==> src/rtl/dma_seq_pkg.sv <==
package dma_seq_pkg;

  localparam int WORD_W = 32;

  typedef enum logic [1:0] {
    ST_IDLE  = 2'd0,
    ST_READ  = 2'd1,
    ST_WRITE = 2'd2
  } seqState_e;

  // strobes from control to datapath
  typedef struct packed {
    logic loadPtr;   // copy base addresses into current pointers
    logic stepPtr;   // post-increment pointers after a transfer
    logic capture;   // latch read data
    logic wrPhase;   // bus is in write access
  } dpCtl_t;

  function automatic logic [2:0] sizeBytes(input logic [1:0] sz);
    case (sz)
      2'd0:    sizeBytes = 3'd1;
      2'd1:    sizeBytes = 3'd2;
      default: sizeBytes = 3'd4;
    endcase
  endfunction

  function automatic logic [WORD_W-1:0] laneMask(input logic [1:0] sz);
    case (sz)
      2'd0:    laneMask = 32'h0000_00FF;
      2'd1:    laneMask = 32'h0000_FFFF;
      default: laneMask = 32'hFFFF_FFFF;
    endcase
  endfunction

endpackage

==> src/rtl/dma_seq_datapath.sv <==
module dma_seq_datapath
  import dma_seq_pkg::*;
#(
  parameter int ADDR_W = 32
) (
  input  logic              clk,
  input  logic              rstN,
  input  dpCtl_t            ctl,
  input  logic              cfgDir,
  input  logic              cfgPinc,
  input  logic              cfgMinc,
  input  logic [1:0]        cfgPsize,
  input  logic [1:0]        cfgMsize,
  input  logic [ADDR_W-1:0] perBase,
  input  logic [ADDR_W-1:0] memBase,
  input  logic [WORD_W-1:0] busRdata,
  output logic [ADDR_W-1:0] busAddr,
  output logic [1:0]        busSize,
  output logic [WORD_W-1:0] busWdata
);

  logic [ADDR_W-1:0] perPtr, memPtr;
  logic [WORD_W-1:0] dataReg;
  logic [1:0]        srcSize, dstSize;
  logic [ADDR_W-1:0] srcPtr, dstPtr;

  function automatic logic [ADDR_W-1:0] alignTo(input logic [ADDR_W-1:0] a,
                                                input logic [1:0] sz);
    alignTo = a & ~ADDR_W'(sizeBytes(sz) - 3'd1);
  endfunction

  assign srcSize = cfgDir ? cfgMsize : cfgPsize;
  assign dstSize = cfgDir ? cfgPsize : cfgMsize;
  assign srcPtr  = cfgDir ? memPtr : perPtr;
  assign dstPtr  = cfgDir ? perPtr : memPtr;

  always_ff @(posedge clk or negedge rstN) begin
    if (!rstN) begin
      perPtr <= '0;
      memPtr <= '0;
    end else if (ctl.loadPtr) begin
      perPtr <= perBase;
      memPtr <= memBase;
    end else if (ctl.stepPtr) begin
      if (cfgPinc) perPtr <= perPtr + ADDR_W'(sizeBytes(cfgPsize));
      if (cfgMinc) memPtr <= memPtr + ADDR_W'(sizeBytes(cfgMsize));
    end
  end

  always_ff @(posedge clk or negedge rstN) begin
    if (!rstN)            dataReg <= '0;
    else if (ctl.capture) dataReg <= busRdata & laneMask(srcSize);
  end

  assign busAddr  = ctl.wrPhase ? alignTo(dstPtr, dstSize) : alignTo(srcPtr, srcSize);
  assign busSize  = ctl.wrPhase ? dstSize : srcSize;
  assign busWdata = dataReg & laneMask(dstSize);

endmodule

==> src/rtl/dma_seq_ctrl.sv <==
module dma_seq_ctrl
  import dma_seq_pkg::*;
#(
  parameter int CNT_W = 16
) (
  input  logic             clk,
  input  logic             rstN,
  input  logic             enSet,
  input  logic             enClr,
  input  logic             cntWr,
  input  logic [CNT_W-1:0] cntWrData,
  input  logic             cfgCirc,
  input  logic             cfgM2m,
  input  logic             perReq,
  input  logic             busReady,
  input  logic             busErr,
  output logic             perAck,
  output logic             chEnable,
  output logic [CNT_W-1:0] remaining,
  output logic             busValid,
  output logic             busWrite,
  output dpCtl_t           ctl,
  output logic             evtHalf,
  output logic             evtDone,
  output logic             evtErr
);

  seqState_e        state, stateNext;
  logic             en, ack, enNext, enRise;
  logic [CNT_W-1:0] progCount, count, nextCount, halfMark;
  logic             finish, errHit, xferDone, lastItem, reload, startOk;

  assign busValid  = (state != ST_IDLE);
  assign busWrite  = (state == ST_WRITE);
  assign finish    = busValid & busReady;
  assign errHit    = finish & busErr;
  assign xferDone  = busWrite & finish & ~busErr;
  assign lastItem  = (count == CNT_W'(1));
  assign reload    = cfgCirc & ~cfgM2m;
  assign nextCount = count - CNT_W'(1);
  assign halfMark  = progCount >> 1;
  assign startOk   = en & (count != '0) & (cfgM2m | (perReq & ~ack));

  always_comb begin
    if (errHit)     enNext = 1'b0;
    else if (enClr) enNext = 1'b0;
    else if (enSet) enNext = 1'b1;
    else            enNext = en;
  end
  assign enRise = enNext & ~en;

  always_comb begin
    stateNext = state;
    case (state)
      ST_IDLE:  if (startOk) stateNext = ST_READ;
      ST_READ:  if (finish)  stateNext = busErr ? ST_IDLE : ST_WRITE;
      ST_WRITE: if (finish)  stateNext = ST_IDLE;
      default:               stateNext = ST_IDLE;
    endcase
  end

  always_ff @(posedge clk or negedge rstN) begin
    if (!rstN) begin
      state     <= ST_IDLE;
      en        <= 1'b0;
      ack       <= 1'b0;
      progCount <= '0;
      count     <= '0;
    end else begin
      state <= stateNext;
      en    <= enNext;
      if (cntWr && !en) progCount <= cntWrData;
      if (xferDone && !cfgM2m)  ack <= 1'b1;
      else if (ack && !perReq)  ack <= 1'b0;
      if (enRise)                         count <= progCount;
      else if (xferDone && lastItem && reload) count <= progCount;
      else if (xferDone)                  count <= nextCount;
    end
  end

  assign ctl.loadPtr = enRise | (xferDone & lastItem & reload);
  assign ctl.stepPtr = xferDone;
  assign ctl.capture = (state == ST_READ) & finish & ~busErr;
  assign ctl.wrPhase = busWrite;

  assign evtDone = xferDone & lastItem;
  assign evtHalf = xferDone & (halfMark != '0) & (nextCount == progCount - halfMark);
  assign evtErr  = errHit;

  assign perAck    = ack;
  assign chEnable  = en;
  assign remaining = count;

endmodule

==> src/rtl/dma_chan_seq.sv <==
module dma_chan_seq
  import dma_seq_pkg::*;
#(
  parameter int ADDR_W = 32,
  parameter int CNT_W  = 16
) (
  input  logic              clk,
  input  logic              rstN,
  input  logic              enSet,
  input  logic              enClr,
  input  logic              cntWr,
  input  logic [CNT_W-1:0]  cntWrData,
  input  logic              cfgDir,
  input  logic              cfgCirc,
  input  logic              cfgPinc,
  input  logic              cfgMinc,
  input  logic [1:0]        cfgPsize,
  input  logic [1:0]        cfgMsize,
  input  logic              cfgM2m,
  input  logic [ADDR_W-1:0] perBase,
  input  logic [ADDR_W-1:0] memBase,
  input  logic              perReq,
  output logic              perAck,
  output logic              chEnable,
  output logic [CNT_W-1:0]  remaining,
  output logic              busValid,
  output logic              busWrite,
  output logic [ADDR_W-1:0] busAddr,
  output logic [1:0]        busSize,
  output logic [31:0]       busWdata,
  input  logic              busReady,
  input  logic [31:0]       busRdata,
  input  logic              busErr,
  output logic              evtHalf,
  output logic              evtDone,
  output logic              evtErr
);

  dpCtl_t ctl;

  dma_seq_ctrl #(.CNT_W(CNT_W)) u_ctrl (
    .clk       (clk),
    .rstN      (rstN),
    .enSet     (enSet),
    .enClr     (enClr),
    .cntWr     (cntWr),
    .cntWrData (cntWrData),
    .cfgCirc   (cfgCirc),
    .cfgM2m    (cfgM2m),
    .perReq    (perReq),
    .busReady  (busReady),
    .busErr    (busErr),
    .perAck    (perAck),
    .chEnable  (chEnable),
    .remaining (remaining),
    .busValid  (busValid),
    .busWrite  (busWrite),
    .ctl       (ctl),
    .evtHalf   (evtHalf),
    .evtDone   (evtDone),
    .evtErr    (evtErr)
  );

  dma_seq_datapath #(.ADDR_W(ADDR_W)) u_dp (
    .clk      (clk),
    .rstN     (rstN),
    .ctl      (ctl),
    .cfgDir   (cfgDir),
    .cfgPinc  (cfgPinc),
    .cfgMinc  (cfgMinc),
    .cfgPsize (cfgPsize),
    .cfgMsize (cfgMsize),
    .perBase  (perBase),
    .memBase  (memBase),
    .busRdata (busRdata),
    .busAddr  (busAddr),
    .busSize  (busSize),
    .busWdata (busWdata)
  );

endmodule

==> config.mk <==
export PLATFORM = sky130hd
export DESIGN_NAME = dma_chan_seq
export DESIGN_NICKNAME = d
export VERILOG_FILES = /design/src/rtl/dma_seq_pkg.sv /design/src/rtl/dma_seq_datapath.sv /design/src/rtl/dma_seq_ctrl.sv /design/src/rtl/dma_chan_seq.sv
export SDC_FILE = /design/constraint.sdc
export NUM_CORES = 1
export LEC_CHECK = 0
export CORE_MARGIN = 3
export CORE_UTILIZATION = 36
export CTS_BUF_LIST = sky130_fd_sc_hd__clkbuf_8
export DETAILED_ROUTE_END_ITERATION = 10
export HOLD_SLACK_MARGIN = 0.03
export SLEW_MARGIN = 20
export SYNTH_ARGS = -nofsm -noshare
export SYNTH_HDL_FRONTEND = slang
export SYNTH_SLANG_ARGS = --single-unit
==> constraint.sdc <==
create_clock -name clk -period 4.1 [get_ports clk]
set_input_delay 0.82 -clock clk [delete_from_list [all_inputs] [get_ports clk]]
set_output_delay 0.82 -clock clk [all_outputs]
set_load 0.01 [all_outputs]
==> report_table.html, run 1 <==
<table>
<tr><th>Metric</th><th>Value</th></tr>
<tr><th colspan="2">Status</th></tr>
<tr><td>Run status</td><td>complete, no violations</td></tr>
<tr><th colspan="2">Placement</th></tr>
<tr><td>Placer Congestion</td><td>0.870</td></tr>
<tr><td>HPWL after DPL</td><td>20.7 mm</td></tr>
<tr><td>Post-Place Worst Slack</td><td>-0.369 ns</td></tr>
<tr><td>Number of input and output port buffers inserted</td><td>217</td></tr>
<tr><th colspan="2">Finish</th></tr>
<tr><td># fillers</td><td>2247</td></tr>
<tr><td>Fraction of layout cells with a size suffix above 1</td><td>12.1%</td></tr>
<tr><td>Area used by multi-input combinational logic</td><td>5070 µm²</td></tr>
<tr><td>Final layout net count</td><td>1428</td></tr>
<tr><td>Area used by sequential logic in the layout</td><td>3310 µm²</td></tr>
<tr><td>Post-synthesis to final-layout area growth</td><td>35.6%</td></tr>
<tr><td>End-of-flow core utilization</td><td>50.3%</td></tr>
<tr><th colspan="2">Hold path</th></tr>
<tr><td>Path class of the lowest-slack min-delay path</td><td>in -&gt; async</td></tr>
<tr><th colspan="2">Clocking</th></tr>
<tr><td>TritonCTS Sinks</td><td>132</td></tr>
<tr><td>TritonCTS clock tree</td><td>yes</td></tr>
<tr><td>Number of buffers inserted for hold repair after clock tree synthesis</td><td>0</td></tr>
<tr><td>Clock-pin slew of the registers on the worst-case setup and hold paths</td><td>0.08 ns</td></tr>
<tr><td>Total clock buffers created by CTS</td><td>17</td></tr>
<tr><td>Clk_lat worst skew</td><td>0.45 ns</td></tr>
<tr><td>Count of buffers added by post-CTS timing repair for setup</td><td>0</td></tr>
<tr><td>CTS HTree Levels</td><td>4</td></tr>
<tr><td>Maximum buffer depth of the clock tree</td><td>2</td></tr>
<tr><td>Clk root buf</td><td>clkbuf_8</td></tr>
<tr><th colspan="2">Route</th></tr>
<tr><td>Number of vias per cell after detailed routing</td><td>5.40</td></tr>
<tr><td>Total routed wirelength</td><td>28.2 mm</td></tr>
<tr><td>Total DRC errors in the routed layout</td><td>0</td></tr>
<tr><td>Number of optimization iterations in the first detailed-route pass</td><td>4</td></tr>
<tr><td>First-iteration detailed-routing DRC count</td><td>656</td></tr>
<tr><td>Total via count in the routed design</td><td>8630</td></tr>
<tr><td>Routed length per placed instance</td><td>17.6 µm</td></tr>
<tr><td>Post-route ant nets</td><td>0</td></tr>
<tr><th colspan="2">Setup path</th></tr>
<tr><td>Kind of start point of the critical path</td><td>register</td></tr>
<tr><td>Kind of capture point of the worst setup path</td><td>output pin</td></tr>
<tr><td>Start point of the critical path</td><td>u_ctrl.progCount[1]</td></tr>
<tr><td>Slowest-stage cell, CP</td><td>fa_2</td></tr>
<tr><td>Largest incremental delay on the critical path</td><td>0.52 ns</td></tr>
<tr><td>Critical-path cell list</td><td>ha_4 &gt; fa_2 &gt; xor2_1 &gt; nor4_1 &gt; nand3_1 &gt; nor4_2 &gt; buf_4 &gt; o2111a_1 &gt; nand4_1 &gt; nor4_2 &gt; buf_2</td></tr>
<tr><td>Crit path max fanout</td><td>4</td></tr>
<tr><td>Critical path start-end classification</td><td>reg -&gt; out</td></tr>
<tr><td>Data arrival time of the critical path</td><td>3.18 ns</td></tr>
<tr><td>Startpoint of the worst-slack reg-to-reg timing path</td><td>u_ctrl.remaining[12]</td></tr>
<tr><td>End of the worst register-to-register path</td><td>u_ctrl.remaining[13]</td></tr>
<tr><td>Most frequent CP cell</td><td>nor4_2</td></tr>
<tr><td>Worst R2R Path Depth</td><td>8</td></tr>
<tr><td>Critical path required time</td><td>3.28 ns</td></tr>
<tr><td>Flop-to-flop setup slack</td><td>0.60 ns</td></tr>
<tr><th colspan="2">Global routing</th></tr>
<tr><td>Congestion Overflow GR</td><td>0</td></tr>
<tr><td>Combined global-route utilization of all metal layers</td><td>21.4%</td></tr>
<tr><td>Via count of the first global-routing pass</td><td>8405</td></tr>
<tr><td>Global-route wire length before repair</td><td>45.3 mm</td></tr>
<tr><td>Initial antenna violation count</td><td>2</td></tr>
<tr><td>Largest net degree at the start of global routing</td><td>86</td></tr>
<tr><th colspan="2">Synthesis</th></tr>
<tr><td>Share of the yosys chip area belonging to registers</td><td>37.5%</td></tr>
<tr><td>Synth area leaders</td><td>dfrtp_1 (37%), a21oi_1 (7.7%), o21ai_0 (4.9%), mux2_2 (4.9%), ha_1 (4.5%)</td></tr>
<tr><td>Number of unique standard cell types used by synthesis</td><td>61</td></tr>
<tr><td>Ys Warns</td><td>0</td></tr>
<tr><td>Count of mapped cells out of synthesis</td><td>1045</td></tr>
<tr><td>Primary FF master, synth</td><td>dfrtp_1</td></tr>
<tr><td>Fraction of synthesized cell area taken by the top area cell type</td><td>37.5%</td></tr>
<tr><td>Synthesized flop and latch total</td><td>132</td></tr>
<tr><td>Async S/R FF share, synth</td><td>100%</td></tr>
<tr><td>Net count after synthesis</td><td>1209</td></tr>
<tr><td>EDFF count, synth</td><td>0</td></tr>
<tr><td>Dominant cell type by area after synthesis</td><td>dfrtp_1</td></tr>
<tr><td>Per-instance average area after synthesis</td><td>8.43 µm²</td></tr>
<tr><td>Syn Std Cell Area</td><td>8810 µm²</td></tr>
<tr><th colspan="2">Pwr</th></tr>
<tr><td>Power density over the cells</td><td>557 nW/µm²</td></tr>
<tr><td>Peak VDD IR</td><td>241 µV</td></tr>
<tr><td>Lkg Pwr</td><td>4.81 nW</td></tr>
<tr><th colspan="2">Timing</th></tr>
<tr><td>Max-slew headroom at the worst pin</td><td>37.6%</td></tr>
<tr><td>Unrepaired setup endpoints after global routing</td><td>yes</td></tr>
<tr><td>Final setup fails</td><td>0</td></tr>
<tr><td>Hold violation total from the final report</td><td>0</td></tr>
<tr><td>Total Neg Setup Slack</td><td>0 ns</td></tr>
<tr><td>Part of the cycle the worst path needs</td><td>97.5%</td></tr>
<tr><td>Pins Over Slew Limit</td><td>0</td></tr>
<tr><td>Measured slew at the worst slew-check pin</td><td>0.936 ns</td></tr>
<tr><td>Clock period minus worst slack</td><td>4.00 ns</td></tr>
<tr><td>Max Clock Freq</td><td>0.250 GHz</td></tr>
<tr><td>Post-layout worst setup margin</td><td>0.104 ns</td></tr>
<tr><td>Worst clock skew</td><td>0.0149 ns</td></tr>
<tr><th colspan="2">Floorplanning</th></tr>
<tr><td>Die span in y</td><td>162 µm</td></tr>
<tr><td>Area of the die</td><td>26400 µm²</td></tr>
<tr><td>Number of rows created at floorplan</td><td>56</td></tr>
<tr><td>Placeable core region</td><td>23800 µm²</td></tr>
<tr><td>Die extent in x</td><td>162 µm</td></tr>
<tr><td>Starting Density</td><td>37.1%</td></tr>
<tr><td>Ports placed on the boundary</td><td>218</td></tr>
<tr><th colspan="2">Run</th></tr>
<tr><td>Max-cap violations</td><td>0</td></tr>
</table>
[worst max-delay path, delay by kind of cell (launching register included)]
kind	cells	cell delay (ns)
simple gates	5	1.02
compound gates	1	0.17
flops	1	0.45
buf+inv	2	0.34
xor+xnor	1	0.06
fa+ha+maj	2	0.69
[synth_stat cells (4+ instances only)]
library cell and n:
nor2b_1 24, nor4_1 10, a211oi_1 4, a21o_1 5
buf_4 15, nor2_1 76, o21ai_1 17, a31oi_1 11
o22ai_1 28, o21ai_0 86, buf_6 5, xnor2_1 33
buf_2 17, inv_1 48, mux2i_1 5, a2bb2oi_1 4
dfrtp_1 132, a22o_1 24, mux2_2 38, nand3b_1 7
a21oi_1 135, nand2b_1 8, xor2_1 7, nand4_1 12
o21a_1 5, nand2_1 88, clkbuf_1 29, and3_1 10
ha_1 32, nand3_1 31, nor3_1 38, and2_1 11
[registers in the layout, summed over array words and instances (netlist names)]
register / flops
u_ctrl.chEnable: 1
u_ctrl.perAck: 1
u_ctrl.progCount: 16
u_ctrl.remaining: 16
u_ctrl.state: 2
u_dp.dataReg: 32
u_dp.memPtr: 32
u_dp.perPtr: 32
[per-layer routing]
layer | GRT usage (%) | up-vias | wire [µm] | share of wire [%]
met5 | 0 | - | 0 | 0
met4 | 6.48 | 0 | 490 | 1.7
met3 | 4.09 | 27 | 1910 | 6.8
met2 | 33.4 | 315 | 12700 | 45
met1 | 30.1 | 4107 | 13100 | 46
li1 | - | 4181 | - | -
[power by group]
group | internal [mW] | switching (mW) | total, mW | leakage (nW)
registers | 1.79 | 0.509 | 2.30 | 1.61
clock network | 0.552 | 0.561 | 1.11 | 0.193
logic | 1.73 | 1.52 | 3.24 | 3.01
total | 4.07 | 2.59 | 6.66 | 4.81
[cell families after synthesis]
kind of cell             share of synthesized area, %
AO/OA/AOI/OAI                                    23.1
multiplexers                                     5.43
flip-flops                                       37.5
adder cells (fa/ha/maj)                          5.23
XOR/XNOR                                         3.98
buffers and inverters                            6.29
AND/OR/NAND/NOR                                  18.5
[cells in the final DEF (no fill, tap or decap), types with 7 or more instances in the layout]
cell type,synthesis,final
xor2_1,7,7
o21ai_1,17,15
nor3_1,38,38
nand4_1,12,12
nand3_1,31,31
clkbuf_8,0,18
nand2_1,88,88
inv_1,48,49
nand3b_1,7,7
nor2_1,76,76
nand2b_1,8,8
o22ai_1,28,28
ha_1,32,29
o21ai_0,86,86
nor2b_1,24,21
nor4_1,10,8
dfrtp_1,132,130
and3_1,10,10
a22o_1,24,24
clkdlybuf4s50_1,0,215
a31oi_1,11,11
and2_1,11,11
a21oi_1,135,133
xnor2_1,33,31
buf_4,15,49
mux2_2,38,38
[final cells by class]
type,instances,share of cell area (%)
Timing Repair Buffer,269,21.7
Inverter,48,1.51
Sequential cell,132,27.7
Antenna cell,2,0.0419
Tap cell,319,3.34
Clock buffer,18,2.07
Clock inverter,14,1.16
Multi-Input combinational cell,796,42.5
[worst max-delay path by stage]
stage | slack [ns] | cells after the start | endpoint
final | 0.10 | 11 | evtHalf
after global routing | -0.05 | 11 | evtHalf
after CTS | 0.003 | 12 | evtHalf
after detailed placement | -0.37 | 11 | evtHalf
after global placement | -0.43 | 11 | evtHalf
after floorplan | 0.54 | 9 | evtHalf
[through the flow]
stage	cells	area, µm²	total power [mW]	hold WS, ns
detailed placement	1564	11500	5.49	0.483
CTS	1596	11900	6.67	0.449
global route	1598	11900	7.16	0.480
finish	1598	11900	6.66	0.437
floorplan	1045	8810	4.10	0.463
global placement	1564	11500	5.45	0.479
[timing repair]
action | 4_1_cts | 5_1_grt
endpoints found under the setup margin | 1 | 1
gates resized for setup | 9 | 16
pin swaps | 5 | 9
Power figures use the tool's default switching activity.
==> run 2, diff against run 1 <==
--- a/config.mk
+++ b/config.mk
@@ -10,7 +10,6 @@
 export CTS_BUF_LIST = sky130_fd_sc_hd__clkbuf_8
 export DETAILED_ROUTE_END_ITERATION = 10
 export HOLD_SLACK_MARGIN = 0.03
-export SLEW_MARGIN = 20
 export SYNTH_ARGS = -nofsm -noshare
 export SYNTH_HDL_FRONTEND = slang
 export SYNTH_SLANG_ARGS = --single-unit
==> constraint.sdc (replaced) <==
create_clock -name clk -period 4.1 [get_ports clk]
set_input_delay 0.82 -clock clk [delete_from_list [all_inputs] [get_ports clk]]
set_output_delay 0.82 -clock clk [all_outputs]
set_load 0.05 [all_outputs]
==> run 2 against run 1 <==
Compared with the run above: sequential power up 3%; clock power up 13%; setup slack worse by 0.074 ns; total power up 16%; utilization down 0.46 points; combinational power up 27%; global-route usage down 0.24 points; final cell count down 1.2%; non-clock buffer count down 17; register-to-register slack better by 0.10 ns.
==> report_table.html, run 2 (synthesized netlist as in run 1, its figures left out) <==
<table>
<tr><th>Metric</th><th>Value</th></tr>
<tr><th colspan="2">Status</th></tr>
<tr><td>Run status</td><td>complete, no violations</td></tr>
<tr><th colspan="2">Setup path</th></tr>
<tr><td>Worst R2R Path Depth</td><td>8</td></tr>
<tr><td>Flop-to-flop setup slack</td><td>0.70 ns</td></tr>
<tr><td>Critical path start-end classification</td><td>reg -&gt; out</td></tr>
<tr><td>Critical path required time</td><td>3.28 ns</td></tr>
<tr><td>End of the worst register-to-register path</td><td>u_dp.memPtr[19]</td></tr>
<tr><td>Kind of start point of the critical path</td><td>register</td></tr>
<tr><td>Kind of capture point of the worst setup path</td><td>output pin</td></tr>
<tr><td>Startpoint of the worst-slack reg-to-reg timing path</td><td>u_ctrl.remaining[12]</td></tr>
<tr><td>Data arrival time of the critical path</td><td>3.25 ns</td></tr>
<tr><td>Crit path max fanout</td><td>5</td></tr>
<tr><th colspan="2">Clocking</th></tr>
<tr><td>Clock-pin slew of the registers on the worst-case setup and hold paths</td><td>0.09 ns</td></tr>
<tr><td>TritonCTS Sinks</td><td>132</td></tr>
<tr><td>Clk root buf</td><td>clkbuf_8</td></tr>
<tr><td>CTS HTree Levels</td><td>4</td></tr>
<tr><td>Number of buffers inserted for hold repair after clock tree synthesis</td><td>0</td></tr>
<tr><td>TritonCTS clock tree</td><td>yes</td></tr>
<tr><td>Total clock buffers created by CTS</td><td>17</td></tr>
<tr><td>Clk_lat worst skew</td><td>0.45 ns</td></tr>
<tr><td>Maximum buffer depth of the clock tree</td><td>2</td></tr>
<tr><th colspan="2">Pwr</th></tr>
<tr><td>Switching power as a share of total power</td><td>47.1%</td></tr>
<tr><td>Lkg Pwr</td><td>4.86 nW</td></tr>
<tr><td>Peak VDD IR</td><td>415 µV</td></tr>
<tr><td>Power density over the cells</td><td>652 nW/µm²</td></tr>
<tr><td>Combinational group share of total power</td><td>53.2%</td></tr>
<tr><td>Switch Pwr</td><td>3.63 mW</td></tr>
<tr><td>Cell internal power dissipation</td><td>4.09 mW</td></tr>
<tr><td>Clock power frac</td><td>16.2%</td></tr>
<tr><td>Fraction of power consumed by sequential logic</td><td>30.6%</td></tr>
<tr><th colspan="2">Finish</th></tr>
<tr><td>Most frequent standard cell in the layout excluding fill and tap cells</td><td>clkdlybuf4s50_1</td></tr>
<tr><td>Area used by multi-input combinational logic</td><td>5140 µm²</td></tr>
<tr><td>End-of-flow core utilization</td><td>49.8%</td></tr>
<tr><td>Fraction of layout cells with a size suffix above 1</td><td>15.6%</td></tr>
<tr><td>Final layout net count</td><td>1411</td></tr>
<tr><td>Number of antenna cells inserted</td><td>0</td></tr>
<tr><td>Top Registers</td><td>u_dp.dataReg (32), u_dp.memPtr (32), u_dp.perPtr (32)</td></tr>
<tr><td>Top library cells by usage in the layout, fill and taps aside</td><td>clkdlybuf4s50_1 (168), a21oi_1 (133), dfrtp_1 (127)</td></tr>
<tr><td>Post-synthesis to final-layout area growth</td><td>34.4%</td></tr>
<tr><td>Cell Count, Final, Fillers Out</td><td>1579</td></tr>
<tr><td># fillers</td><td>2274</td></tr>
<tr><td>Area of all placed cells without fillers</td><td>11800 µm²</td></tr>
<tr><td>Area used by sequential logic in the layout</td><td>3310 µm²</td></tr>
<tr><th colspan="2">Placement</th></tr>
<tr><td>Placer Congestion</td><td>0.849</td></tr>
<tr><td>Dpl cells</td><td>1545</td></tr>
<tr><td>Post-placement cell area</td><td>11200 µm²</td></tr>
<tr><td>HPWL after DPL</td><td>20.7 mm</td></tr>
<tr><td>Number of input and output port buffers inserted</td><td>217</td></tr>
<tr><th colspan="2">Timing</th></tr>
<tr><td>Clock period minus worst slack</td><td>4.07 ns</td></tr>
<tr><td>Pins Over Slew Limit</td><td>0</td></tr>
<tr><td>Final setup fails</td><td>0</td></tr>
<tr><td>Part of the cycle the worst path needs</td><td>99.3%</td></tr>
<tr><td>Unrepaired setup endpoints after global routing</td><td>yes</td></tr>
<tr><td>Hold violation total from the final report</td><td>0</td></tr>
<tr><td>Measured slew at the worst slew-check pin</td><td>1.19 ns</td></tr>
<tr><td>Max-slew headroom at the worst pin</td><td>20.5%</td></tr>
<tr><td>Max Clock Freq</td><td>0.246 GHz</td></tr>
<tr><td>Worst clock skew</td><td>0.0185 ns</td></tr>
<tr><th colspan="2">Route</th></tr>
<tr><td>Wire length on met3</td><td>1.91 mm</td></tr>
<tr><td>Total DRC errors in the routed layout</td><td>0</td></tr>
<tr><td>Total via count in the routed design</td><td>8486</td></tr>
<tr><td>Number of vias per cell after detailed routing</td><td>5.37</td></tr>
<tr><td>Met2 routed wirelength</td><td>12.8 mm</td></tr>
<tr><td>Routed length per placed instance</td><td>17.9 µm</td></tr>
<tr><td>Highest metal layer used by the detailed router</td><td>met4</td></tr>
<tr><td>Total routed wirelength</td><td>28.3 mm</td></tr>
<tr><td>Post-route met1 wirelength</td><td>13.0 mm</td></tr>
<tr><td>Number of optimization iterations in the first detailed-route pass</td><td>4</td></tr>
<tr><td>Post-route ant nets</td><td>0</td></tr>
<tr><td>First-iteration detailed-routing DRC count</td><td>650</td></tr>
<tr><th colspan="2">Floorplanning</th></tr>
<tr><td>Placeable core region</td><td>23800 µm²</td></tr>
<tr><td>Die extent in x</td><td>162 µm</td></tr>
<tr><td>Number of rows created at floorplan</td><td>56</td></tr>
<tr><td>Die span in y</td><td>162 µm</td></tr>
<tr><td>Ports placed on the boundary</td><td>218</td></tr>
<tr><td>Area of the die</td><td>26400 µm²</td></tr>
<tr><td>Starting Density</td><td>37.1%</td></tr>
<tr><th colspan="2">Global routing</th></tr>
<tr><td>Largest net degree at the start of global routing</td><td>108</td></tr>
<tr><td>Combined global-route utilization of all metal layers</td><td>21.1%</td></tr>
<tr><td>Global-route wire length before repair</td><td>44.4 mm</td></tr>
<tr><td>Via count of the first global-routing pass</td><td>8158</td></tr>
<tr><td>Congestion Overflow GR</td><td>0</td></tr>
<tr><td>Initial antenna violation count</td><td>0</td></tr>
<tr><th colspan="2">Hold path</th></tr>
<tr><td>Path class of the lowest-slack min-delay path</td><td>in -&gt; async</td></tr>
<tr><th colspan="2">Run</th></tr>
<tr><td>Max-cap violations</td><td>0</td></tr>
</table>
## run 2: changes by cell type in the layout (fill, tap and decap cells not counted), moves of 3 or more
| cell | previous run | this run |
|---|---|---|
| buf_4 | 49 | 79 |
| clkdlybuf4s50_1 | 215 | 168 |
| clkinv_4 | 2 | 5 |
| clkinvlp_4 | 4 | 0 |
| dfrtp_1 | 130 | 127 |
| dfrtp_2 | 2 | 5 |
## run 2: repair_timing
item / CTS / global route
gates cloned: 0 / 0
endpoints found under the setup margin: 1 / 1
buffers inserted: 2 / 0
resized for setup: 16 / 15
pin swaps: 5 / 1
## run 2: power by group through the flow
stage / clock, mW / combinational, mW / sequential [mW]
2_1_floorplan: 0 / 2.70 / 2.44
3_3_place_gp: 0 / 3.98 / 2.35
3_5_place_dp: 0 / 4.01 / 2.37
4_1_cts: 1.29 / 4.08 / 2.35
5_1_grt: 1.35 / 4.42 / 2.45
6_report: 1.25 / 4.10 / 2.36
## run 2: metrics by stage
step	total power, mW	setup WS, ns	TNS, ns	hold slack [ns]
global route	8.21	-0.101	-0.101	0.510
detailed placement	6.38	0.0205	0	0.483
floorplan	5.14	0.0676	0	0.463
finish	7.72	0.0296	0	0.500
CTS	7.72	-0.0290	-0.0290	0.507
global placement	6.33	-0.0286	-0.0286	0.481
## run 2: critical path, stage by stage (launching register included)
cell and delay [ns]:
dfrtp_2 0.45, or4_4 0.57, or3_4 0.42, xnor2_2 0.18, a221oi_2 0.32, o2111a_1 0.24, nand4_1 0.14, nor4_4 0.31
buf_12 0.18
## run 2: cell type report
cell class,count,share of cell area (%)
clock buffer,17,1.98
sequential,132,28.0
timing repair buffer,252,20.0
clock inverter,15,1.72
tap,319,3.37
inverter,48,1.52
multi-input combinational,796,43.5
## run 2: how the worst max path moves through the flow
stage,depth (start not counted),slack (ns),to,start
CTS,8,-0.03,evtHalf,u_ctrl.remaining[12]
finish,8,0.03,evtHalf,u_ctrl.remaining[12]
global placement,11,-0.03,evtHalf,busReady
detailed placement,11,0.02,evtHalf,busReady
global route,11,-0.10,evtHalf,u_ctrl.progCount[3]
floorplan,9,0.07,evtHalf,u_ctrl.remaining[2]
## run 2: per-layer routing
layer	vias to the layer above	GRT usage [%]
li1	4148	-
met4	0	6.51
met1	4001	29.8
met3	31	3.38
met2	306	33.4
met5	-	0
